$ cat src/rtl/mcs_pkg.sv
package mcs_pkg;

    localparam int OP_W   = 6;
    localparam int STEP_W = 4;

    localparam logic [OP_W-1:0] OPC_ARITH = 6'b000000;
    localparam logic [OP_W-1:0] OPC_LOAD  = 6'b100011;
    localparam logic [OP_W-1:0] OPC_STORE = 6'b101011;
    localparam logic [OP_W-1:0] OPC_BEQ   = 6'b000100;
    localparam logic [OP_W-1:0] OPC_JUMP  = 6'b000010;

    typedef enum logic [STEP_W-1:0] {
        ST_FETCH  = 4'd0,
        ST_DECODE = 4'd1,
        ST_ADDR   = 4'd2,
        ST_LDMEM  = 4'd3,
        ST_LDWB   = 4'd4,
        ST_STMEM  = 4'd5,
        ST_EXEC   = 4'd6,
        ST_RWB    = 4'd7,
        ST_CMP    = 4'd8,
        ST_JUMP   = 4'd9
    } step_e;

    typedef enum logic [2:0] {
        K_ARITH, K_LOAD, K_STORE, K_BEQ, K_JUMP, K_NONE
    } kind_e;

    typedef struct packed {
        logic       pc_load;
        logic       pc_load_if_zero;
        logic       addr_from_alu;
        logic       mem_rd;
        logic       mem_wr;
        logic       wb_from_mem;
        logic       ir_load;
        logic [1:0] pc_src_sel;
        logic [1:0] alu_mode;
        logic       alu_a_sel;
        logic [1:0] alu_b_sel;
        logic       rf_wr;
        logic       rf_dst_sel;
    } ctrl_t;

    localparam ctrl_t CTRL_IDLE = '0;

    function automatic kind_e kind_of(input logic [OP_W-1:0] op);
        case (op)
            OPC_ARITH: return K_ARITH;
            OPC_LOAD:  return K_LOAD;
            OPC_STORE: return K_STORE;
            OPC_BEQ:   return K_BEQ;
            OPC_JUMP:  return K_JUMP;
            default:   return K_NONE;
        endcase
    endfunction

    function automatic ctrl_t ctrl_of(input step_e st);
        ctrl_t c;
        c = CTRL_IDLE;
        case (st)
            ST_FETCH: begin
                c.mem_rd    = 1'b1;
                c.ir_load   = 1'b1;
                c.pc_load   = 1'b1;
                c.alu_b_sel = 2'b01;
            end
            ST_DECODE: c.alu_b_sel = 2'b11;
            ST_ADDR: begin
                c.alu_a_sel = 1'b1;
                c.alu_b_sel = 2'b10;
            end
            ST_LDMEM: begin
                c.mem_rd        = 1'b1;
                c.addr_from_alu = 1'b1;
            end
            ST_LDWB: begin
                c.rf_wr       = 1'b1;
                c.wb_from_mem = 1'b1;
            end
            ST_STMEM: begin
                c.mem_wr        = 1'b1;
                c.addr_from_alu = 1'b1;
            end
            ST_EXEC: begin
                c.alu_a_sel = 1'b1;
                c.alu_mode  = 2'b10;
            end
            ST_RWB: begin
                c.rf_wr      = 1'b1;
                c.rf_dst_sel = 1'b1;
            end
            ST_CMP: begin
                c.alu_a_sel       = 1'b1;
                c.alu_mode        = 2'b01;
                c.pc_load_if_zero = 1'b1;
                c.pc_src_sel      = 2'b01;
            end
            ST_JUMP: begin
                c.pc_load    = 1'b1;
                c.pc_src_sel = 2'b10;
            end
            default: c = CTRL_IDLE;
        endcase
        return c;
    endfunction

endpackage

$ cat src/rtl/mcs_classify.sv
module mcs_classify
    import mcs_pkg::*;
#(
    parameter int W = OP_W
) (
    input  logic [W-1:0] op,
    output kind_e        kind
);
    always_comb kind = kind_of(op);
endmodule

$ cat src/rtl/mcs_next.sv
module mcs_next
    import mcs_pkg::*;
(
    input  step_e cur,
    input  kind_e kind,
    output step_e nxt
);
    always_comb begin
        nxt = ST_FETCH;
        case (cur)
            ST_FETCH: nxt = ST_DECODE;
            ST_DECODE: begin
                case (kind)
                    K_ARITH:          nxt = ST_EXEC;
                    K_LOAD, K_STORE:  nxt = ST_ADDR;
                    K_BEQ:            nxt = ST_CMP;
                    K_JUMP:           nxt = ST_JUMP;
                    default:          nxt = ST_FETCH;
                endcase
            end
            ST_ADDR: begin
                case (kind)
                    K_LOAD:  nxt = ST_LDMEM;
                    K_STORE: nxt = ST_STMEM;
                    default: nxt = ST_FETCH;
                endcase
            end
            ST_LDMEM: nxt = ST_LDWB;
            ST_EXEC:  nxt = ST_RWB;
            default:  nxt = ST_FETCH;
        endcase
    end
endmodule

$ cat src/rtl/mcs_outdec.sv
module mcs_outdec
    import mcs_pkg::*;
(
    input  step_e cur,
    output ctrl_t ctl
);
    always_comb ctl = ctrl_of(cur);
endmodule

$ cat src/rtl/mc_step_seq.sv
module mc_step_seq
    import mcs_pkg::*;
#(
    parameter int OPW = OP_W
) (
    input  logic           clk,
    input  logic           rst,
    input  logic [OPW-1:0] opcode,
    output logic           pc_load,
    output logic           pc_load_if_zero,
    output logic           addr_from_alu,
    output logic           mem_rd,
    output logic           mem_wr,
    output logic           wb_from_mem,
    output logic           ir_load,
    output logic [1:0]     pc_src_sel,
    output logic [1:0]     alu_mode,
    output logic           alu_a_sel,
    output logic [1:0]     alu_b_sel,
    output logic           rf_wr,
    output logic           rf_dst_sel
);
    step_e cur_q;
    step_e nxt;
    kind_e kind;
    ctrl_t ctl;

    mcs_classify #(.W(OPW)) u_cls (.op(opcode), .kind(kind));
    mcs_next                u_nxt (.cur(cur_q), .kind(kind), .nxt(nxt));
    mcs_outdec              u_dec (.cur(cur_q), .ctl(ctl));

    always_ff @(posedge clk) begin
        if (rst) cur_q <= ST_FETCH;
        else     cur_q <= nxt;
    end

    assign pc_load         = ctl.pc_load;
    assign pc_load_if_zero = ctl.pc_load_if_zero;
    assign addr_from_alu   = ctl.addr_from_alu;
    assign mem_rd          = ctl.mem_rd;
    assign mem_wr          = ctl.mem_wr;
    assign wb_from_mem     = ctl.wb_from_mem;
    assign ir_load         = ctl.ir_load;
    assign pc_src_sel      = ctl.pc_src_sel;
    assign alu_mode        = ctl.alu_mode;
    assign alu_a_sel       = ctl.alu_a_sel;
    assign alu_b_sel       = ctl.alu_b_sel;
    assign rf_wr           = ctl.rf_wr;
    assign rf_dst_sel      = ctl.rf_dst_sel;
endmodule

$ cat config.mk
export PLATFORM = sky130hd
export DESIGN_NAME = mc_step_seq
export DESIGN_NICKNAME = d
export VERILOG_FILES = /design/src/rtl/mcs_pkg.sv /design/src/rtl/mcs_classify.sv /design/src/rtl/mcs_next.sv /design/src/rtl/mcs_outdec.sv /design/src/rtl/mc_step_seq.sv
export SDC_FILE = /design/constraint.sdc
export NUM_CORES = 1
export LEC_CHECK = 0
export BUFFER_PORTS_ARGS = -buffer_cell sky130_fd_sc_hd__buf_2
export CELL_PAD_IN_SITES_DETAIL_PLACEMENT = 1
export CELL_PAD_IN_SITES_GLOBAL_PLACEMENT = 1
export CORE_ASPECT_RATIO = 1.2
export CORE_MARGIN = 2
export CORE_UTILIZATION = 29
export DETAILED_ROUTE_END_ITERATION = 16
export GPL_TIMING_DRIVEN = 0
export PLACE_DENSITY = 0.75
export SYNTH_ARGS = -nofsm -noshare
export SYNTH_HDL_FRONTEND = slang
export SYNTH_SLANG_ARGS = --single-unit
$ cat constraint.sdc
create_clock -name clk -period 1.43 [get_ports clk]
set_clock_uncertainty 0.2 [all_clocks]
set_input_delay 0.2145 -clock clk [delete_from_list [all_inputs] [get_ports clk]]
set_output_delay 0.2145 -clock clk [all_outputs]
set_load 0.1 [all_outputs]
==> key figures, run 1 <==
Status
  • Status: did not finish
  • Failed at: 4_1_cts
  • Stop Error: [ERROR DPL-0033] detailed placement checks failed during check placement.

Clocking
  • Clock Tree Buf Depth: 2
  • # H-tree levels: 1
  • # hold bufs at CTS: 1
  • Clock Sinks: 4
  • CTS Buf Count: 3
  • CTS resizes: 67
  • Root Driver: clkbuf_4
  • Post-CTS Setup Bufs: 12

Floorplan
  • Die H: 48.3 µm
  • Io pins: 24
  • Site Rows: 16
  • Die width: 40.9 µm
  • Initial core utilization: 30.0%

Synthesis
  • Synth warnings: 0
  • Synth area leaders: dfxtp_1 (17%), nor3_1 (9.5%), buf_6 (4.7%), nor2_1 (4.7%), a21oi_1 (4.2%)
  • Cell variety after synth: 35
  • Syn Std Cell Area: 474 µm²
  • Synth Flop Type: dfxtp_1
  • Post-synthesis sequential area ratio: 16.9%
  • Cells after Synth: 61
  • Syn Nets: 69
  • Synth Register Bits: 4
  • Most common cell in the synthesized netlist: nor3_1
  • Syn avg cell area: 7.77 µm²
  • Synth cell count leaders: nor3_1 (9), nor2_1 (6), a21oi_1 (4), dfxtp_1 (4), nand2_1 (3)
  • Number of synthesized flops with an enable pin: 0
  • Yosys top cell area share: 16.9%
  • Ys async rst share: 0%
  • Area leader, netlist: dfxtp_1

Placed design
  • # port buffers: 23
  • Hpwl dp: 1.23 mm
  • Worst slack, placed: -0.393 ns
  • Placer Congestion: 0.751
[cell families after synthesis]
kind of cell,count (synthesis),synth area share (%)
AO/OA/AOI/OAI,14,19.5
XOR/XNOR,2,5.28
buffers and inverters,8,11.9
flip-flops,4,16.9
multiplexers,1,2.11
AND/OR/NAND/NOR,32,44.3
[through the flow]
step | std cells | setup TNS (ns) | utilization (%) | hold WS (ns) | area, µm²
floorplan | 61 | -7.09 | - | 0.0762 | 704
global placement | 102 | -4.22 | 53.2 | 0.221 | 842
detailed placement | 102 | -4.51 | 53.2 | 0.223 | 842
==> run 2, diff against run 1 <==
CELL_PAD_IN_SITES_DETAIL_PLACEMENT = not set   (was 1)
CELL_PAD_IN_SITES_GLOBAL_PLACEMENT = not set   (was 1)
CORE_AREA = 2 2 63 65   (was not set)
CORE_ASPECT_RATIO = not set   (was 1.2)
CORE_MARGIN = not set   (was 2)
CORE_UTILIZATION = not set   (was 29)
DIE_AREA = 0 0 65 67   (was not set)
PLACE_DENSITY = not set   (was 0.75)
PLACE_DENSITY_LB_ADDON = 0.15   (was not set)
==> run 2 against run 1 <==
Net effect: the flow now finishes, with violations (negative setup slack); synthesized cell count unchanged; area after synthesis unchanged.
==> key figures, run 2 <==
Synthesis
  • Syn avg cell area: 7.77 µm² (unchanged)
  • Cells after Synth: 61 (unchanged)
  • Most common cell in the synthesized netlist: nor3_1
  • Number of synthesized flops with an enable pin: 0 (unchanged)
  • Post-synthesis sequential area ratio: 16.9% (unchanged)
  • Synth cell count leaders: nor3_1 (9), nor2_1 (6), a21oi_1 (4), dfxtp_1 (4), nand2_1 (3)
  • Synth area leaders: dfxtp_1 (17%), nor3_1 (9.5%), buf_6 (4.7%), nor2_1 (4.7%), a21oi_1 (4.2%)
  • Synth Register Bits: 4 (unchanged)
  • Cell variety after synth: 35 (unchanged)
  • Ys async rst share: 0% (unchanged)
  • Yosys top cell area share: 16.9% (unchanged)
  • Area leader, netlist: dfxtp_1
  • Synth Flop Type: dfxtp_1
  • Syn Nets: 69 (unchanged)
  • Synth warnings: 0 (unchanged)
  • Syn Std Cell Area: 474 µm² (unchanged)

Routing
  • Post-route DRC: 0
  • DR iter-0 viols: 3
  • Via count: 663
  • Number of vias per cell: 4.25
  • Initial DRT Pass Iterations: 3
  • Routed Antenna Nets: 0
  • Avg WL per Cell: 12.4 µm
  • Final wirelength: 1.94 mm

Finish
  • Largest Register: cur_q
  • Area growth from synthesis to layout: 192%
  • Largest regs: cur_q x4
  • Ant diodes: 0
  • Layout cells sized above 1: 78.7%
  • Commonest non-fill, non-tap cell in the layout: buf_4
  • Core Util, Final: 38.4%
  • Design area: 1390 µm²
  • Nets: 118
  • Max reg flops: 4
  • Commonest cells after routing, fill and taps aside: buf_4 (16), buf_12 (15), nor3_4 (7), buf_2 (7), buf_6 (7)

Global routing
  • GR peak layer: met2
  • Initial antenna violation count: 0
  • First-pass GRT wire length: 3.36 mm
  • Largest net degree at the start of global routing: 11
  • Met3 Track Usage GR: 2.03%
  • Total congestion overflow: 0
  • Grt met2 use: 18.9%
  • GRT Util Overall: 10.1%
  • Vias in the first global route: 702
  • GR met1 Demand/Resource: 11.9%

Floorplan
  • Io pins: 24 (unchanged)
  • Site Rows: 22 (+6)
  • Die width: 65 µm (+59%)
  • Core ar.: 3610 µm²
  • Die ar.: 4360 µm²
  • Die H: 67 µm (+39%)
  • Initial core utilization: 13.2% (-17 points)

Critical path
  • Worst reg-to-reg setup slack: -0.03 ns
  • Kind of critical path: flip-flop to output port
  • Critical path peak fanout: 5
  • Crit path DAT: 1.32 ns
  • Worst path bufs/invs: 4
  • R2r startpoint: cur_q[0]
  • Critical Path Most Common Cell: buf_12
  • CP max stage delay: 0.35 ns
  • Max stage delay cell, worst path: dfxtp_4
  • Crit. Startpoint: cur_q[2]
  • CP Cell Sequence: clkbuf_16, clkinv_8, nand2_8, nor3_4, buf_12, buf_12
  • Setup crit start kind: flip-flop
  • CP delay by family, top: buffers and inverters
  • Required @ worst endpoint: 1.02 ns
  • Worst setup EP type: output port

Timing
  • Slew Limit Fails: 0
  • Worst-Margin Slew: 0.256 ns
  • Setup tns final: -4.03 ns
  • Final hold violation count: 0
  • Tmin final: 1.73 ns
  • Slew headroom: 82.7%
  • Post-route setup slack: -0.301 ns
  • RSZ-0062 raised after global routing: yes
  • FMAX: 0.578 GHz
  • Final Setup Violations: 17
  • Final worst-path cycle share: 121%

Clocking
  • Root Driver: clkbuf_8
  • # H-tree levels: 1 (unchanged)
  • Clk_lat worst skew: 0.22 ns
  • Clock Sinks: 4 (unchanged)
  • CTS Buf Count: 3 (unchanged)
  • CTS tree: yes
  • # hold bufs at CTS: 0 (-1)
  • Clock Tree Buf Depth: 2 (unchanged)
  • Worst-path clk slew: 0.03 ns

Job
  • Count of max-cap constraint violations: 0

Placed design
  • DP Area: 880 µm² (+4.5%)
  • Placer Congestion: 0.719 (-4.3%)
  • Hpwl dp: 1.30 mm (+5.9%)
  • # port buffers: 23 (unchanged)

Status
  • Failing checks: negative setup slack
  • Status: finished with violations

Power and ir drop
  • Static leakage: 0.000520 µW
  • VDD IR max: 319 µV
  • PD cells: 446 nW/µm²

Min path
  • Min-delay worst type: input pin to flip-flop
  • Hold Startpoint: rst
run 2: cell counts after synthesis:
Identical to the previous run, type by type.
run 2: metal layers:
| metal | wire length (µm) | vias to the layer above |
|---|---|---|
| li1 | - | 326 |
| met4 | 0 | 0 |
| met2 | 1100 | 13 |
| met3 | 50 | 0 |
| met1 | 784 | 324 |
| met5 | 0 | - |
run 2: worst reg2reg max path, cell delays in order, from the launching register on:
cell and delay (ns):
dfxtp_4 0.35, buf_6 0.12, nor4bb_4 0.31, buf_4 0.15, buf_4 0.09, a41oi_1 0.03, a21oi_1 0.13
run 2: metrics by stage:
stage                     cells  total power [µW]  setup WS, ns  hold WS [ns]
final                       156               619        -0.301        0.0125
after global routing        156               654        -0.359        0.0270
after CTS                   148               613        -0.326       0.00862
after detailed placement    132               332        -0.408         0.233
after global placement      132               332        -0.405         0.234
after floorplan              61               289        -0.715        0.0762
run 2: cell families after synthesis:
kind of cell    count (synthesis)  share of synthesized area, %
simple gates                   32                          44.3
compound gates                 14                          19.5
buf+inv                         8                          11.9
xor+xnor                        2                          5.28
mux                             1                          2.11
flops                           4                          16.9
run 2: path summary, 6_finish.rpt:
path	to	depth (start not counted)
max	pc_src_sel[0]	6
min	cur_q[1]	2
max reg2reg	cur_q[1]	6
min reg2reg	cur_q[2]	2
run 2: final cells by class:
type | count | area, µm²
well taps | 48 | 60.1
plain buffers | 5 | 105
clock buffers | 3 | 41.3
repair buffers | 44 | 517
fillers | 356 | 2220
inverters | 3 | 26.3
multi-input cells | 49 | 542
flip-flops and latches | 4 | 95.1
run 2: what timing repair did:
action | in CTS | in global routing
setup endpoints to repair | 16 | 17
pin swaps | 10 | 6
hold endpoints to repair | 0 | 0
buffers inserted | 11 | 8
resized for setup | 67 | 6
cloned | 2 | 0
run 2: report_power, final:
part	internal, µW	total (µW)	switching [µW]
combinational	106	270	164
clock	179	234	55.3
sequential	110	114	4.40
total	395	619	224
No activity file was read; power rests on OpenSTA's default activity.
==> run 3, diff against run 2 <==
CAP_MARGIN = 40   (was not set)
REMOVE_ABC_BUFFERS = 1   (was not set)
SYNTH_HIERARCHICAL = 1   (was not set)
==> run 3 against run 2 <==
Net effect: the flow still finishes with violations (negative setup slack); count of clock-buffer cells in the layout stayed put; area after synthesis is 16% higher; synthesized cell count is 16% higher; sequential share of layout area is 0.47 points lower; critical path depth is 1 higher.
==> key figures, run 3 <==
Status
  • Status: finished with violations
  • Failing checks: negative setup slack

Finish
  • Core Util, Final: 41.3% (+2.8 points)
  • Largest regs: cur_q x4
  • Ant diodes: 0 (unchanged)
  • Commonest non-fill, non-tap cell in the layout: buf_4
  • Number of fillers in the final layout: 344 (-3.4%)
  • Max reg flops: 4 (unchanged)
  • Nets: 137 (+16%)
  • Largest Register: cur_q
  • Layout cells sized above 1: 77.2% (-1.5 points)
  • Area growth from synthesis to layout: 172%
  • Commonest cells after routing, fill and taps aside: buf_4 (23), buf_6 (14), buf_12 (12)

Floorplan
  • Die ar.: 4360 µm² (unchanged)
  • Die width: 65 µm (unchanged)
  • Io pins: 24 (unchanged)
  • Die H: 67 µm (unchanged)
  • Core ar.: 3610 µm² (unchanged)
  • Site Rows: 22 (unchanged)
  • Initial core utilization: 15.2% (+2.0 points)

Routing
  • Routed Antenna Nets: 0 (unchanged)
  • Final wirelength: 2.53 mm (+31%)
  • Via count: 759 (+14%)
  • Number of vias per cell: 4.34 (+2.1%)
  • Initial DRT Pass Iterations: 4 (+1)
  • DR iter-0 viols: 17 (+14)
  • Avg WL per Cell: 14.5 µm (+17%)
  • Post-route DRC: 0 (unchanged)

Global routing
  • Total congestion overflow: 0 (unchanged)
  • GRT Util Overall: 8.00% (-2.1 points)
  • Met3 Track Usage GR: 0.507% (-1.5 points)
  • GR peak layer: met2
  • First-pass GRT wire length: 2.76 mm (-18%)
  • GR met1 Demand/Resource: 8.83% (-3.1 points)
  • Grt met2 use: 15.7% (-3.2 points)
  • Vias in the first global route: 632 (-10%)
  • Initial antenna violation count: 0 (unchanged)
  • Largest net degree at the start of global routing: 21 (+10)

Power and ir drop
  • VDD IR max: 158 µV (-50%)
  • Static leakage: 0.000581 µW (+12%)
  • PD cells: 442 nW/µm² (-1.0%)
  • Total power: 658 µW (+6.3%)

Timing
  • Tmin final: 2.16 ns (+0.426 ns)
  • RSZ-0062 raised after global routing: yes
  • Slew headroom: 77.8% (-4.9 points)
  • Final Setup Violations: 20 (+3)
  • Worst-Margin Slew: 0.333 ns (+0.0766 ns)
  • Final worst-path cycle share: 151% (+30 points)
  • FMAX: 0.464 GHz (-20%)
  • Post-route setup slack: -0.727 ns (-0.426 ns)
  • Final hold violation count: 0 (unchanged)
  • Slew Limit Fails: 0 (unchanged)

Synthesis
  • Synth area leaders: dfxtp_1 (15%), nor3_1 (6.4%), nand2b_1 (5.7%), nor2b_1 (5.7%), nor3b_1 (5.5%)
  • Area leader, netlist: dfxtp_1
  • Number of synthesized flops with an enable pin: 0 (unchanged)
  • Synth Flop Type: dfxtp_1
  • Syn avg cell area: 7.72 µm² (-0.71%)
  • Most common cell in the synthesized netlist: nor3_1
  • Ys async rst share: 0% (unchanged)
  • Cell variety after synth: 35 (unchanged)
  • Synth cell count leaders: nor3_1 (7), nand2b_1 (5), nor2b_1 (5)
  • Post-synthesis sequential area ratio: 14.6% (-2.3 points)
  • Synth Register Bits: 4 (unchanged)
  • Yosys top cell area share: 14.6% (-2.3 points)
  • Synth warnings: 6 (+6)
  • Cells after Synth: 71 (+16%)
  • Syn Std Cell Area: 548 µm² (+16%)

Critical path
  • Crit path DAT: 2.10 ns (+0.78 ns)
  • Setup crit start kind: input pin
  • Worst setup EP type: flip-flop
  • Kind of critical path: input pin to flip-flop
  • Critical path peak fanout: 2 (-3)
  • Required @ worst endpoint: 1.38 ns (+0.36 ns)

Min path
  • Min-delay worst type: input pin to flip-flop

Clocking
  • CTS tree: yes
  • Clk_lat worst skew: 0.21 ns (about the same)
  • Clock Sinks: 4 (unchanged)
  • Root Driver: clkbuf_8
  • CTS Buf Count: 3 (unchanged)
  • # H-tree levels: 1 (unchanged)
  • Clock Tree Buf Depth: 2 (unchanged)
  • Worst-path clk slew: 0.03 ns (about the same)

Placed design
  • # port buffers: 23 (unchanged)
  • Hpwl dp: 995 µm (-23%)
  • Placer Congestion: 0.671 (-6.7%)

Job
  • Count of max-cap constraint violations: 0 (unchanged)
run 3: cell count changes after synthesis, moves of 3 or more:
cell | before | now
a21o_1 | 0 | 3
a21oi_1 | 4 | 1
nand2b_1 | 1 | 5
nor2b_1 | 0 | 5
nor3b_1 | 0 | 4
xor2_1 | 0 | 3
run 3: report_power, final:
part,internal (µW),switching [µW],total [µW]
registers,110,5.18,115
clock network,179,51.9,231
logic,134,178,312
run 3: per-layer routing:
| metal | share of wire (%) | routed length (µm) | vias up |
|---|---|---|---|
| li1 | - | - | 377 |
| met1 | 41 | 1050 | 367 |
| met2 | 55 | 1400 | 13 |
| met3 | 2.5 | 64 | 2 |
| met4 | 0.63 | 16 | 0 |
| met5 | 0 | 0 | - |
run 3: path summary, 6_finish.rpt:
kind / slack [ns] / start / to / cells after the start
max: -0.73 / opcode[3] / cur_q[0] / 7
min: 0.36 / opcode[4] / cur_q[1] / 5
max reg2reg: -0.31 / cur_q[2] / cur_q[1] / 5
min reg2reg: 0.54 / cur_q[2] / cur_q[0] / 3
run 3: cell families after synthesis:
logic type      synth area share (%)
simple gates                    51.1
buf+inv                         10.7
compound gates                  17.1
xor+xnor                        6.39
flops                           14.6
run 3: area by class of cell:
| cell class | count | area [µm²] | share of cell area, % |
|---|---|---|---|
| Tap cell | 48 | 60.1 | 4.03 |
| Inverter | 1 | 3.75 | 0.252 |
| Sequential cell | 4 | 95.1 | 6.39 |
| Clock buffer | 3 | 41.3 | 2.77 |
| Multi-Input combinational cell | 59 | 614 | 41.3 |
| Timing Repair Buffer | 60 | 674 | 45.3 |
run 3: critical path, stage by stage:
cell      delay [ns]
buf_6           0.09
or4_4           0.54
a21o_4          0.23
or4_1           0.46
o22a_1          0.19
a221oi_2        0.23
nor2b_1         0.15
run 3: per-stage QoR:
| step | setup slack, ns | setup TNS [ns] | hold slack, ns | cells | instance area [µm²] |
|---|---|---|---|---|---|
| 2_1_floorplan | -5.62 | -39.23 | 0.0861 | 64 | 493 |
| 3_3_place_gp | -1.11 | -10.56 | 0.229 | 135 | 668 |
| 3_5_place_dp | -1.11 | -10.71 | 0.227 | 135 | 668 |
| 4_1_cts | -0.705 | -7.53 | 0.394 | 148 | 948 |
| 5_1_grt | -0.783 | -7.32 | 0.395 | 175 | 1490 |
| 6_report | -0.727 | -6.40 | 0.365 | 175 | 1490 |
run 3: what timing repair did:
action | 4_1_cts | 5_1_grt
pin swaps | 6 | 9
hold buffers | 1 | 0
resized for setup | 44 | 76
setup endpoints to repair | 20 | 20
hold endpoints to repair | 4 | 0
buffers inserted | 9 | 27
cloned | 0 | 0
==> run 4, diff against run 3 <==
SYNTH_HIERARCHICAL = not set   (was 1)
==> run 4 against run 3 <==
Net effect: the run still ends with negative setup slack left; combinational power down 32%; non-clock buffer count is 26 lower; core utilization is 14 points lower; fmax grew 30%; clock power is essentially flat; register-to-register slack improved by 0.28 ns.
==> key figures, run 4 (synthesis gave the netlist of run 2 again) <==
Status
  • Status: finished with violations
  • Failing checks: negative setup slack

Critical path
  • Required @ worst endpoint: 1.02 ns (-0.36 ns)
  • R2r startpoint: cur_q[2]
  • Worst setup EP type: output port
  • FF-to-FF path depth: 4 (-1)
  • R2R Path End: cur_q[2]
  • Worst reg-to-reg setup slack: -0.03 ns (+0.28 ns)
  • Critical path peak fanout: 11 (+9)
  • Crit path DAT: 1.25 ns (-0.85 ns)
  • Kind of critical path: flip-flop to output port
  • Setup crit start kind: flip-flop

Global routing
  • First-pass GRT wire length: 2.35 mm (-15%)
  • Grt met2 use: 12.6% (-3.1 points)
  • Largest net degree at the start of global routing: 14 (-33%)
  • Met3 Track Usage GR: 2.36% (+1.9 points)
  • Vias in the first global route: 507 (-20%)
  • GRT Util Overall: 7.07% (-0.92 points)
  • Total congestion overflow: 0 (unchanged)
  • Initial antenna violation count: 0 (unchanged)
  • GR peak layer: met2
  • GR met1 Demand/Resource: 8.12% (-0.70 points)

Timing
  • RSZ-0062 raised after global routing: yes
  • Slew Limit Fails: 0 (unchanged)
  • Worst-Margin Slew: 0.273 ns (-0.0602 ns)
  • Post-route setup slack: -0.232 ns (+0.495 ns)
  • Slew headroom: 81.7% (+3.9 points)
  • Tmin final: 1.66 ns (-0.495 ns)
  • Final hold violation count: 0 (unchanged)
  • Final Setup Violations: 17 (-15%)
  • Setup tns final: -3.17 ns (+3.24 ns)
  • Final worst-path cycle share: 116% (-35 points)
  • FMAX: 0.602 GHz (+30%)

Clocking
  • CTS Buf Count: 3 (unchanged)
  • Root Driver: clkbuf_8
  • # H-tree levels: 1 (unchanged)
  • Clock Sinks: 4 (unchanged)
  • Clock Tree Buf Depth: 2 (unchanged)
  • CTS tree: yes
  • Worst-path clk slew: 0.03 ns (about the same)
  • # hold bufs at CTS: 0 (-1)
  • Clk_lat worst skew: 0.21 ns (about the same)

Routing
  • Avg WL per Cell: 11.2 µm (-22%)
  • Post-route DRC: 0 (unchanged)
  • Via count: 581 (-23%)
  • Final wirelength: 1.59 mm (-37%)
  • Number of vias per cell: 4.12 (-5.0%)
  • Routed Antenna Nets: 0 (unchanged)
  • Initial DRT Pass Iterations: 4 (unchanged)
  • DR iter-0 viols: 14 (-3)

Finish
  • Layout cells sized above 1: 69.9% (-7.3 points)
  • Max reg flops: 4 (unchanged)
  • Largest Register: cur_q
  • Multi-input gate area: 434 µm² (-29%)
  • Commonest non-fill, non-tap cell in the layout: buf_4
  • Area growth from synthesis to layout: 105%
  • Commonest cells after routing, fill and taps aside: buf_4 (11), buf_6 (10), buf_2 (7)
  • Core Util, Final: 27.0% (-14 points)
  • Largest regs: cur_q x4
  • Number of fillers in the final layout: 384 (+12%)
  • Register area: 95.1 µm² (unchanged)
  • Nets: 103 (-25%)
  • Ant diodes: 0 (unchanged)

Job
  • Count of max-cap constraint violations: 0 (unchanged)

Floorplan
  • Initial core utilization: 13.2% (-2.0 points)
  • Core ar.: 3610 µm² (unchanged)
  • Die H: 67 µm (unchanged)
  • Io pins: 24 (unchanged)
  • Die width: 65 µm (unchanged)
  • Die ar.: 4360 µm² (unchanged)
  • Site Rows: 22 (unchanged)

Min path
  • Hold Startpoint: rst
  • Min-delay worst type: input pin to flip-flop
  • Hold endpoint: cur_q[1]
  • Hold Crit Depth: 2 (-3)

Placed design
  • Worst slack, placed: -0.514 ns (+0.592 ns)
  • Hpwl dp: 1.10 mm (+11%)
  • # port buffers: 23 (unchanged)
  • Placer Congestion: 0.685 (+2.0%)

Power and ir drop
  • VDD IR max: 304 µV (+92%)
  • Static leakage: 0.000372 µW (-36%)
  • PD cells: 578 nW/µm² (+31%)
run 4: changes by cell type in the layout (fill, tap and decap cells not counted), moves of 4 or more:
cell	change
buf_6	-4
clkbuf_8	-4
nor3b_2	-4
buf_4	-12
nor2b_1	-4
nor3_2	+4
buf_12	-10
run 4: final cells by class:
type                       instances  area share, %
timing repair buffer              34           33.8
sequential                         4           9.77
inverter                           3           1.41
multi-input combinational         49           44.6
clock buffer                       3           4.24
tap                               48           6.17
run 4: stage by stage:
step,std cells,power (µW),instance area (µm²),hold WS [ns]
after floorplan,56,247,429,0.0836
after global placement,127,289,604,0.249
after detailed placement,127,290,604,0.259
after CTS,134,553,863,0.0260
after global routing,141,595,973,0.0320
final,141,562,973,0.0198
run 4: power breakdown:
part	switching [µW]	internal, µW	total, µW
sequential	12.1	110	122
combinational	140	72.6	213
clock	49.2	179	228
total	201	361	562
run 4: per-layer routing:
| layer | wire [µm] | part of all wire, % |
|---|---|---|
| met1 | 693 | 44 |
| met4 | 0 | 0 |
| met5 | 0 | 0 |
| met3 | 73 | 4.6 |
| met2 | 819 | 52 |
run 4: repair_timing:
item / 4_1_cts / 5_1_grt
pin swaps: 2 / 2
setup endpoints to repair: 19 / 18
buffers inserted: 4 / 7
gates resized for setup: 53 / 16
gates cloned: 0 / 0
run 4: how the worst max path moves through the flow:
stage	from	to	cells after the start	slack (ns)
6_report	cur_q[1]	pc_src_sel[0]	3	-0.23
5_1_grt	cur_q[1]	pc_src_sel[0]	3	-0.28
4_1_cts	cur_q[1]	alu_mode[1]	2	-0.26
3_5_place_dp	cur_q[1]	rf_dst_sel	3	-0.51
3_3_place_gp	cur_q[1]	rf_dst_sel	3	-0.52
2_1_floorplan	cur_q[3]	pc_load_if_zero	2	-3.67
run 4: worst max-delay path, cell delays in order (launching register included):
cell and delay, ns:
dfxtp_4 0.39, buf_4 0.17, nor3_4 0.23, buf_8 0.24
